--- src/rtl/eg_pkg.sv ---
package eg_pkg;

    localparam logic [7:0] CODE_A = 8'h55;
    localparam logic [7:0] CODE_B = 8'hAA;

    typedef enum logic [2:0] {
        MD_OPEN,
        MD_WRPROT,
        MD_ONEWAY,
        MD_REGPG,
        MD_ROPAGE
    } mode_t;

    function automatic logic is_sealed(input logic [7:0] c);
        return (c == CODE_A) || (c == CODE_B);
    endfunction

endpackage

--- src/rtl/eg_shadow.sv ---
module eg_shadow #(
    parameter int AW      = 12,
    parameter int NBLK    = 10,
    parameter int REG_A   = 'hA00,
    parameter int PG_BYTES = 32
) (
    input  logic                 clk,
    input  logic                 rst_n,
    input  logic                 we,
    input  logic [AW-1:0]        waddr,
    input  logic [7:0]           wdata,
    output logic [NBLK-1:0][7:0] codes,
    output logic                 grp_lock,
    output logic                 pg_lock
);
    localparam logic [AW-1:0] GLOCK_A = AW'(REG_A + PG_BYTES - 2);
    localparam logic [AW-1:0] PLOCK_A = AW'(REG_A + PG_BYTES - 1);

    logic [7:0] glock_q, plock_q;

    for (genvar i = 0; i < NBLK; i++) begin : g_code
        logic [7:0] code_q;
        always_ff @(posedge clk or negedge rst_n) begin
            if (!rst_n)
                code_q <= '0;
            else if (we && waddr == AW'(REG_A + i))
                code_q <= wdata;
        end
        assign codes[i] = code_q;
    end

    always_ff @(posedge clk or negedge rst_n) begin
        if (!rst_n) begin
            glock_q <= '0;
            plock_q <= '0;
        end else if (we) begin
            if (waddr == GLOCK_A) glock_q <= wdata;
            if (waddr == PLOCK_A) plock_q <= wdata;
        end
    end

    assign grp_lock = eg_pkg::is_sealed(glock_q);
    assign pg_lock  = eg_pkg::is_sealed(plock_q);
endmodule

--- src/rtl/eg_policy.sv ---
module eg_policy #(
    parameter int AW        = 12,
    parameter int NBLK      = 10,
    parameter int BLK_SHIFT = 8,
    parameter int REG_A     = 'hA00,
    parameter int PG_BYTES  = 32
) (
    input  logic [AW-1:0]        addr,
    input  logic [NBLK-1:0][7:0] codes,
    input  logic                 grp_lock,
    input  logic                 pg_lock,
    output eg_pkg::mode_t        mode,
    output logic                 refuse
);
    import eg_pkg::*;

    localparam logic [AW-1:0] REG_LO = AW'(REG_A);
    localparam logic [AW-1:0] ROM_LO = AW'(REG_A + PG_BYTES);
    localparam logic [AW-1:0] END_LO = AW'(REG_A + 2 * PG_BYTES);

    logic [AW-BLK_SHIFT-1:0] grp;
    logic [7:0]              code;

    assign grp  = addr[AW-1:BLK_SHIFT];
    assign code = codes[grp];

    always_comb begin
        mode   = MD_OPEN;
        refuse = 1'b0;
        if (addr >= END_LO) begin
            refuse = 1'b1;
        end else if (addr >= ROM_LO) begin
            mode = MD_ROPAGE;
        end else if (addr >= REG_LO) begin
            mode   = MD_REGPG;
            refuse = pg_lock;
        end else if (code == CODE_A) begin
            mode   = MD_WRPROT;
            refuse = grp_lock;
        end else if (code == CODE_B) begin
            mode = MD_ONEWAY;
        end
    end
endmodule

--- src/rtl/eeprom_guard.sv ---
module eeprom_guard #(
    parameter int AW        = 12,
    parameter int PG_BYTES  = 32,
    parameter int BLK_PAGES = 8,
    parameter int NBLK      = 10
) (
    input  logic          clk,
    input  logic          rst_n,
    input  logic          req_i,
    input  logic [AW-1:0] tgt_addr_i,
    output logic [AW-1:0] rd_addr_o,
    input  logic [7:0]    stored_i,
    input  logic [7:0]    pad_i,
    output logic          wr_en_o,
    output logic [AW-1:0] wr_addr_o,
    output logic [7:0]    wr_data_o,
    output logic          abort_o,
    output logic          done_o,
    output logic          busy_o
);
    import eg_pkg::*;

    localparam int PW        = $clog2(PG_BYTES);
    localparam int BLK_BYTES = BLK_PAGES * PG_BYTES;
    localparam int BLK_SHIFT = $clog2(BLK_BYTES);
    localparam int REG_A     = NBLK * BLK_BYTES;
    localparam logic [AW-1:0] CODE_LO = AW'(REG_A);
    localparam logic [AW-1:0] CODE_HI = AW'(REG_A + NBLK);
    localparam logic [AW-1:0] GLOCK_A = AW'(REG_A + PG_BYTES - 2);
    localparam logic [AW-1:0] PLOCK_A = AW'(REG_A + PG_BYTES - 1);

    typedef struct packed {
        logic          busy;
        logic [PW-1:0] pos;
        logic [AW-1:0] base;
        mode_t         mode;
        logic          wr_en;
        logic [AW-1:0] wr_addr;
        logic [7:0]    wr_data;
        logic          abort;
        logic          done;
    } st_t;

    st_t q, d;

    logic [NBLK-1:0][7:0] codes;
    logic                 grp_lock, pg_lock, refuse, self_sealed;
    mode_t                req_mode;
    logic [AW-1:0]        cur_addr;

    eg_shadow #(.AW(AW), .NBLK(NBLK), .REG_A(REG_A), .PG_BYTES(PG_BYTES)) u_shadow (
        .clk(clk), .rst_n(rst_n),
        .we(d.wr_en), .waddr(d.wr_addr), .wdata(d.wr_data),
        .codes(codes), .grp_lock(grp_lock), .pg_lock(pg_lock)
    );

    eg_policy #(.AW(AW), .NBLK(NBLK), .BLK_SHIFT(BLK_SHIFT), .REG_A(REG_A),
                .PG_BYTES(PG_BYTES)) u_policy (
        .addr(tgt_addr_i), .codes(codes), .grp_lock(grp_lock), .pg_lock(pg_lock),
        .mode(req_mode), .refuse(refuse)
    );

    assign cur_addr    = q.base + {{(AW-PW){1'b0}}, q.pos};
    assign self_sealed = ((cur_addr >= CODE_LO && cur_addr < CODE_HI) ||
                          cur_addr == GLOCK_A || cur_addr == PLOCK_A) &&
                         is_sealed(stored_i);

    always_comb begin
        d       = q;
        d.wr_en = 1'b0;
        d.abort = 1'b0;
        d.done  = 1'b0;
        if (!q.busy) begin
            if (req_i) begin
                if (refuse) begin
                    d.abort = 1'b1;
                end else begin
                    d.busy = 1'b1;
                    d.pos  = '0;
                    d.base = {tgt_addr_i[AW-1:PW], {PW{1'b0}}};
                    d.mode = req_mode;
                end
            end
        end else begin
            d.wr_addr = cur_addr;
            d.wr_en   = 1'b1;
            unique case (q.mode)
                MD_OPEN:   d.wr_data = pad_i;
                MD_WRPROT: d.wr_data = stored_i;
                MD_ONEWAY: d.wr_data = stored_i & pad_i;
                MD_REGPG:  d.wr_data = self_sealed ? stored_i : pad_i;
                default: begin
                    d.wr_en   = 1'b0;
                    d.wr_data = stored_i;
                end
            endcase
            d.pos = q.pos + 1'b1;
            if (q.pos == PW'(PG_BYTES - 1)) begin
                d.busy = 1'b0;
                d.done = 1'b1;
            end
        end
    end

    always_ff @(posedge clk or negedge rst_n) begin
        if (!rst_n) q <= '0;
        else        q <= d;
    end

    assign rd_addr_o = cur_addr;
    assign wr_en_o   = q.wr_en;
    assign wr_addr_o = q.wr_addr;
    assign wr_data_o = q.wr_data;
    assign abort_o   = q.abort;
    assign done_o    = q.done;
    assign busy_o    = q.busy;
endmodule

--- config.mk ---
export PLATFORM = sky130hd
export DESIGN_NAME = eeprom_guard
export DESIGN_NICKNAME = d
export VERILOG_FILES = /design/src/rtl/eg_pkg.sv /design/src/rtl/eg_shadow.sv /design/src/rtl/eg_policy.sv /design/src/rtl/eeprom_guard.sv
export SDC_FILE = /design/constraint.sdc
export NUM_CORES = 1
export LEC_CHECK = 0
export ABC_AREA = 1
export BUFFER_PORTS_ARGS = -buffer_cell sky130_fd_sc_hd__buf_2
export CAP_MARGIN = 30
export CORE_UTILIZATION = 60
export DETAILED_ROUTE_END_ITERATION = 6
export GPL_TIMING_DRIVEN = 0
export PLACE_DENSITY = 0.8
export SYNTH_ARGS = -nofsm -noshare
export SYNTH_HDL_FRONTEND = slang
export SYNTH_SLANG_ARGS = --single-unit
--- constraint.sdc ---
create_clock -name clk -period 2.93 [get_ports clk]
set_clock_uncertainty 0.2 [all_clocks]
set_input_delay 0.293 -clock clk [delete_from_list [all_inputs] [get_ports clk]]
set_output_delay 0.293 -clock clk [all_outputs]
set_load 0.005 [all_outputs]
==> results of run 1 <==
[sequential cells by signal (all words and copies together), names as in the netlist]
signal and cells:
u_shadow.glock_q 8, wr_addr_o 12, wr_data_o 8, done_o 1, q 15, u_shadow.g_code.code_q 80, busy_o 1, u_shadow.plock_q 8
wr_en_o 1, abort_o 1
[critical path, stage by stage, from the launching register on]
cell	delay (ps)
dfrtp_1	430
nand2_1	210
o21ai_0	120
nor4_1	440
o2111ai_2	330
nand2_1	140
nand2_1	80
nand2_1	120
buf_2	300
nand3_1	170
nand2_1	120
[metrics by stage]
stage / instance area, um^2 / power, mW
floorplan: 7560 / 4.81
global placement: 8080 / 5.72
detailed placement: 8110 / 5.80
CTS: 8800 / 8.11
global route: 8810 / 8.62
finish: 8810 / 8.16
[Yosys cell counts, drive strengths merged]
master     n  area, um^2
nor3       8        45.0
inv      106         410
a21oi     14        85.1
o41ai      2        25.0
ha         4        50.1
buf       54         378
nand4     24         186
clkinv     2        8.75
nand2    410        1540
o21ai     17        92.6
nor4       3        18.8
or2       10        62.6
o211ai     8        60.1
nand3b     2        15.0
clkbuf    15        56.3
dfrtp    135        3380
nor2      50         320
o2111ai    2        17.5
o31ai      1        7.51
nand3    146         736
mux2i      1        10.0
a21boi     8        60.1
[power by group]
| group | internal, mW | switching [mW] | total (mW) |
|---|---|---|---|
| clock network | 1.51 | 0.788 | 2.30 |
| registers | 2.38 | 0.376 | 2.76 |
| logic | 1.12 | 1.99 | 3.11 |
[worst max-delay path by stage]
stage	startpoint	end	slack (ps)
floorplan	busy_o$_DFF_PN0_	u_shadow.plock_q[5]$_DFFE_PN0P_	840
global placement	rst_n	u_shadow.g_code[3].code_q[1]$_DFFE_PN0P_	-450
detailed placement	q[33]$_DFFE_PN0P_	u_shadow.plock_q[5]$_DFFE_PN0P_	280
CTS	q[33]$_DFFE_PN0P_	u_shadow.plock_q[3]$_DFFE_PN0P_	230
global route	q[38]$_DFFE_PN0P_	u_shadow.plock_q[5]$_DFFE_PN0P_	70
finish	q[40]$_DFFE_PN0P_	u_shadow.plock_q[3]$_DFFE_PN0P_	200
[logic make-up (layout without fill, tap and decap cells)]
| family | count (synthesis) | after routing | share of synthesized area (%) |
|---|---|---|---|
| buffers and inverters | 177 | 276 | 11.3 |
| adders and majority gates | 4 | 4 | 0.662 |
| DFF | 135 | 135 | 44.7 |
| AOI/OAI and AO/OA | 52 | 52 | 4.60 |
| muxes | 1 | 1 | 0.132 |
| and+or+nand+nor | 653 | 653 | 38.7 |
[cell type report]
class,instances,area (um^2),share of cell area [%]
Clock buffer,24,492,5.58
Timing Repair Buffer,67,394,4.47
Sequential cell,135,3380,38.3
Inverter,108,419,4.76
Multi-Input combinational cell,710,3340,37.9
Tap cell,168,210,2.39
Clock inverter,8,143,1.62
Buffer,69,434,4.93
[timing repair]
| item | CTS | global route |
|---|---|---|
| resized for setup | 0 | 1 |
| hold endpoints to repair | 50 | 0 |
| setup endpoints to repair | 0 | 2 |
| buffers inserted | 0 | 0 |
| hold buffers | 6 | 0 |
[layer usage]
metal  global-route usage, %  vias up  wire length (um)
met4                    14.0        0               505
met5                       0        -                 0
met2                    51.3      322              9330
li1                        -     3395                 -
met3                    7.73       46              1620
met1                    43.6     3307              8620
==> key figures, run 1 <==
Outcome
  • Status: finished clean

Worst setup path
  • Critical Path End Type: flop
  • CP Data Arrival Time: roughly 2900 ps
  • Launch point of the worst reg-to-reg path: q[40]$_DFFE_PN0P_
  • CP required: approximately 3100 ps
  • CP Launch Type: flop
  • Flop2flop setup slack: between 200 and 250 ps
  • Worst R2R Path Depth: 10
  • Reg-to-reg endpoint: u_shadow.plock_q[3]$_DFFE_PN0P_
  • CP Class: flop to flop
  • Critical path peak fanout: 10

Routing
  • Detailed router's first-iteration violation count: approximately 690
  • Final ANT Viol Nets: 0
  • DR vias: roughly 7,100
  • Routed len/inst: ~16 um
  • Via-per-instance ratio: roughly 5.5
  • DR pass1 iterations: 5
  • DRC viols: 0
  • Total wire length: between 20 and 25 mm

STA
  • Worst Max-Slew Pin Slew: around 700 ps
  • Final-report setup violation count: 0
  • Post-Route Setup TNS: 0 ps
  • RSZ-0062 raised after global routing: no
  • Hold Fails Final Rpt: 0
  • Slew Viols, Final: 0
  • Hold WS: 58.2 ps
  • Fmax: between 300 and 400 MHz
  • Max transition margin: approximately 53%
  • Final worst path period share: 93.1%
  • Post-layout minimum cycle time: between 2000 and 3000 ps
  • Setup WS post-layout: ~200 ps

Power
  • P_leak: 4.73 nW
  • Power per standard cell area: about 930 nW/um^2
  • VDD IR max: 0.000664 V

Worst hold path
  • Startpoint of the worst hold path: pad_i[3]
  • Hold depth: 5
  • Worst min-delay path category: input pin to flop
  • Hold Path End: wr_data_o[3]$_DFF_PN0_

CTS
  • CTS root buffer: clkbuf_16
  • Clock sinks: about 140
  • Clock Tree Buf Depth: 2
  • Reg clk slew, reported paths: ~60 ps
  • Level count of the clock H-tree: 4
  • CTS tree: yes
  • Cts bufs inserted: 17
  • Clk_lat worst skew: about 430 ps

Yosys
  • Unique cell type count in the Yosys netlist: 41
  • Post-Syn Area: roughly 7600 um^2
  • Cell count after synthesis: roughly 1,000
  • Net Count, Synth: around 1,100
  • Synthesized area per cell: roughly 7.4 um^2
  • Ys Warns: 0
  • Flops & latches, synth: between 100 and 150
  • Sequential share of the synthesized area: approximately 45%

GRT
  • GRT Util Overall: ~33%
  • First-pass GRT wire length: ~32 mm
  • Largest net degree at the start of global routing: 91
  • Vias in the first global route: about 6,600
  • Total grt overflow: 0
  • Initial antenna violation count: 0

Layout
  • Commonest cells after routing, fill and taps aside: nand2_1, nand3_1, dfrtp_1
  • Filler Cell Count: between 900 and 1,000
  • Antenna diodes: 0
  • Area grow syn2layout: 16.5%
  • Fin util: between 70 and 80%
  • Commonest non-fill, non-tap cell in the layout: nand2_1
  • Layout cells sized above 1: between 10% and 20%
  • Nets: around 1,100
  • Post-route insts no fill: 1,289

Place
  • Final RePlAce weighted congestion: around 0.90
  • IO Port Bufs: 60
  • Cell total after placement: roughly 1,300
  • Detailed placement HPWL: between 10 and 15 mm
  • DP Worst Slack: between 200 and 300 ps

Floorplanning
  • Die Ht: 114 um
  • Core area: between 10,000 and 15,000 um^2
  • Die area: around 13,000 um^2
  • Die extent in x: 114 um
  • Ports: 67
  • Initial core utilization: between 60% and 70%
  • Rows: 40

Run
  • Maxcap violations: 0
No activity file was read; power rests on OpenSTA's default activity.
==> run 2: changes to the inputs <==
CORE_UTILIZATION = 54   (was 60)
PLACE_DENSITY = 0.76   (was 0.8)
clock period = 2.45 ns   (was 2.93 ns; I/O delays follow)
==> run 2 against run 1 <==
Die area increased by 11%. Setup slack worse by 170 ps. Cell count grew 2.9%. Hold slack got worse by 49 ps. Design area increased by 4.7%. Global-route usage fell by 2.9 points. Critical path depth rose by 1. Flip-flop and latch count stayed put. Largest cell class is now multi-input combinational cells. Largest power group unchanged.
==> key figures, run 2 (same netlist as run 1, synthesis figures left out) <==
Layout
  • Area grow syn2layout: 21.9%
  • Fin util: 68.6% (-3.9 points)
  • Most flop-heavy register: u_shadow.g_code.code_q
  • Commonest cells after routing, fill and taps aside: nand2_1, nand3_1, dfrtp_1
  • Nets: 1,172 (+2.5%)
  • Max reg flops: 80 (unchanged)
  • Commonest non-fill, non-tap cell in the layout: nand2_1
  • Antenna diodes: 0 (unchanged)
  • Layout cells sized above 1: 20.8% (+3.2 points)

Routing
  • Total wire length: 21.9 mm (+9.1%)
  • DRC viols: 0 (unchanged)
  • Final ANT Viol Nets: 0 (unchanged)
  • DR pass1 iterations: 6 (+1)
  • Via-per-instance ratio: 5.55 (+1.1%)
  • DR vias: 7,356 (+4.0%)
  • Detailed router's first-iteration violation count: 875 (+26%)
  • Routed len/inst: 16.5 um (+6.0%)

STA
  • Fmax: 413 MHz (+13%)
  • Max transition margin: 53.3% (about the same)
  • Final worst path period share: 98.8% (+5.7 points)
  • Slew Viols, Final: 0 (unchanged)
  • Final-report setup violation count: 0 (unchanged)
  • RSZ-0062 raised after global routing: yes
  • Setup WS post-layout: 28.5 ps (-174 ps)
  • Worst Max-Slew Pin Slew: 701 ps (+0.316 ps)
  • Post-layout minimum cycle time: 2420 ps (-306 ps)
  • Hold Fails Final Rpt: 0 (unchanged)

Floorplanning
  • Core area: 13,500 um^2 (+11%)
  • Rows: 42 (+5.0%)
  • Ports: 67 (unchanged)
  • Die extent in x: 120 um (+5.3%)
  • Die Ht: 120 um (+5.3%)
  • Initial core utilization: 56.2% (-6.0 points)
  • Die area: 14,500 um^2 (+11%)

Power
  • Clk pwr share: 27.0% (-1.1 points)
  • Net Sw Frac: 39.8% (+1.1 points)
  • VDD IR max: 0.000652 V (-1.7%)
  • Comb power frac: 40.2% (+2.1 points)
  • Power per standard cell area: 1100 nW/um^2 (+19%)
  • Switching Power: 4.03 mW (+28%)
  • P_leak: 4.90 nW (+3.6%)
  • Reg power frac: 32.9% (-0.9 points)
  • Int Power: 6.10 mW (+22%)

Worst setup path
  • Critical path peak fanout: 10 (unchanged)
  • Critical Path Most Common Cell: nand2_1
  • Worst path slowest cell: dfrtp_1
  • Worst path cell trace: ha_1, nor2_4, o31ai_4, nand4_1, nand2_2, nand2_1, nand2_1, nand2_1, buf_4, nand3_1, nand2_1
  • CP bufs+invs: 1 (unchanged)
  • Crit-path max cell delay: 430 ps (about the same)
  • CP Data Arrival Time: 2530 ps (-360 ps)
  • CP Launch Type: flop
  • CP top delay family: simple AND/OR/NAND/NOR gates
  • Flop2flop setup slack: 30 ps (-170 ps)
  • Reg-to-reg endpoint: u_shadow.g_code[9].code_q[0]$_DFFE_PN0P_
  • CP Class: flop to flop
  • CP required: 2560 ps (-530 ps)
  • Critical Path End Type: flop
  • Worst R2R Path Depth: 11 (+1)
  • Launch point of the worst reg-to-reg path: q[39]$_DFFE_PN0P_

Outcome
  • Status: finished clean

Place
  • Final RePlAce weighted congestion: 0.935 (+4.0%)
  • IO Port Bufs: 60 (unchanged)
  • Detailed placement HPWL: 14.4 mm (-0.18%)
  • DP Worst Slack: -160 ps (-436 ps)

Worst hold path
  • Hold Path End: wr_data_o[5]$_DFF_PN0_
  • Startpoint of the worst hold path: pad_i[5]
  • Worst min-delay path category: input pin to flop
  • Hold depth: 5 (unchanged)

GRT
  • Total grt overflow: 0 (unchanged)
  • Initial antenna violation count: 0 (unchanged)
  • GRT Util Overall: 29.8% (-2.9 points)
  • First-pass GRT wire length: 32.7 mm (+0.85%)
  • Vias in the first global route: 6,428 (-2.7%)
  • Largest net degree at the start of global routing: 84 (-7.7%)

CTS
  • Reg clk slew, reported paths: 60 ps (about the same)
  • Clock sinks: 135 (unchanged)
  • Clk_lat worst skew: 430 ps (about the same)
  • CTS root buffer: clkbuf_16
  • CTS tree: yes
  • Level count of the clock H-tree: 4 (unchanged)
  • Clock Tree Buf Depth: 2 (unchanged)
  • Cts bufs inserted: 17 (unchanged)

Run
  • Maxcap violations: 0 (unchanged)
-- run 2: how the worst max path moves through the flow --
stage / from / end / slack, ps / depth (start not counted)
after floorplan: busy_o$_DFF_PN0_ / u_shadow.plock_q[5]$_DFFE_PN0P_ / 360 / 10
after global placement: rst_n / u_shadow.g_code[1].code_q[1]$_DFFE_PN0P_ / -950 / 1
after detailed placement: q[38]$_DFFE_PN0P_ / u_shadow.plock_q[5]$_DFFE_PN0P_ / -160 / 11
after CTS: q[33]$_DFFE_PN0P_ / u_shadow.plock_q[7]$_DFFE_PN0P_ / 20 / 10
after global routing: q[33]$_DFFE_PN0P_ / u_shadow.g_code[0].code_q[0]$_DFFE_PN0P_ / -90 / 10
final: q[39]$_DFFE_PN0P_ / u_shadow.g_code[9].code_q[0]$_DFFE_PN0P_ / 30 / 11
-- run 2: final cells by class --
type                    instances  area (um^2)
fillers                      1119         4230
multi-input cells             714         3490
flip-flops and latches        135         3380
repair buffers                 92          614
clock buffers                  25          526
plain buffers                  69          455
inverters                     108          425
well taps                     176          220
clock inverters                 7          113
-- run 2: stage by stage --
stage | TNS (ps) | power, mW | instance area [um^2] | hold WS, ps | cells
final | 0 | 10.1 | 9220 | 9.07 | 1326
after global routing | -2340 | 10.7 | 9220 | 45.1 | 1326
after CTS | 0 | 9.72 | 8970 | 0.903 | 1310
after detailed placement | -8570 | 6.92 | 8120 | 27.3 | 1259
after global placement | -136080 | 6.84 | 8090 | 257 | 1258
after floorplan | 0 | 5.76 | 7560 | -251 | 1022
-- run 2: power groups by stage --
stage | sequential, mW | combinational (mW) | clock [mW]
5_1_grt | 3.40 | 4.43 | 2.86
6_report | 3.33 | 4.07 | 2.73
3_3_place_gp | 3.30 | 3.54 | 0
3_5_place_dp | 3.31 | 3.62 | 0
4_1_cts | 3.29 | 3.70 | 2.73
2_1_floorplan | 3.18 | 2.58 | 0
-- run 2: worst register-to-register path, stage by stage, from the launching register on --
cell and delay, ps:
dfrtp_1 430, ha_1 300, nor2_4 90, o31ai_4 260
nand4_1 180, nand2_2 170, nand2_1 60, nand2_1 100
nand2_1 140, buf_4 230, nand3_1 90, nand2_1 70
-- run 2: layer usage --
layer	share of wire, %	GRT usage, %	up-vias
met5	0	0	-
met4	3.1	12.9	0
met3	7.9	6.37	59
met2	47	46.3	362
met1	42	40.3	3478
li1	-	-	3457
-- run 2: repair_timing --
action | in CTS | in global routing
setup buffers | 8 | 12
gates resized for setup | 6 | 38
gates cloned | 0 | 4
hold endpoints to repair | 62 | 0
pin swaps | 5 | 11
setup endpoints to repair | 94 | 106
hold buffers | 11 | 0
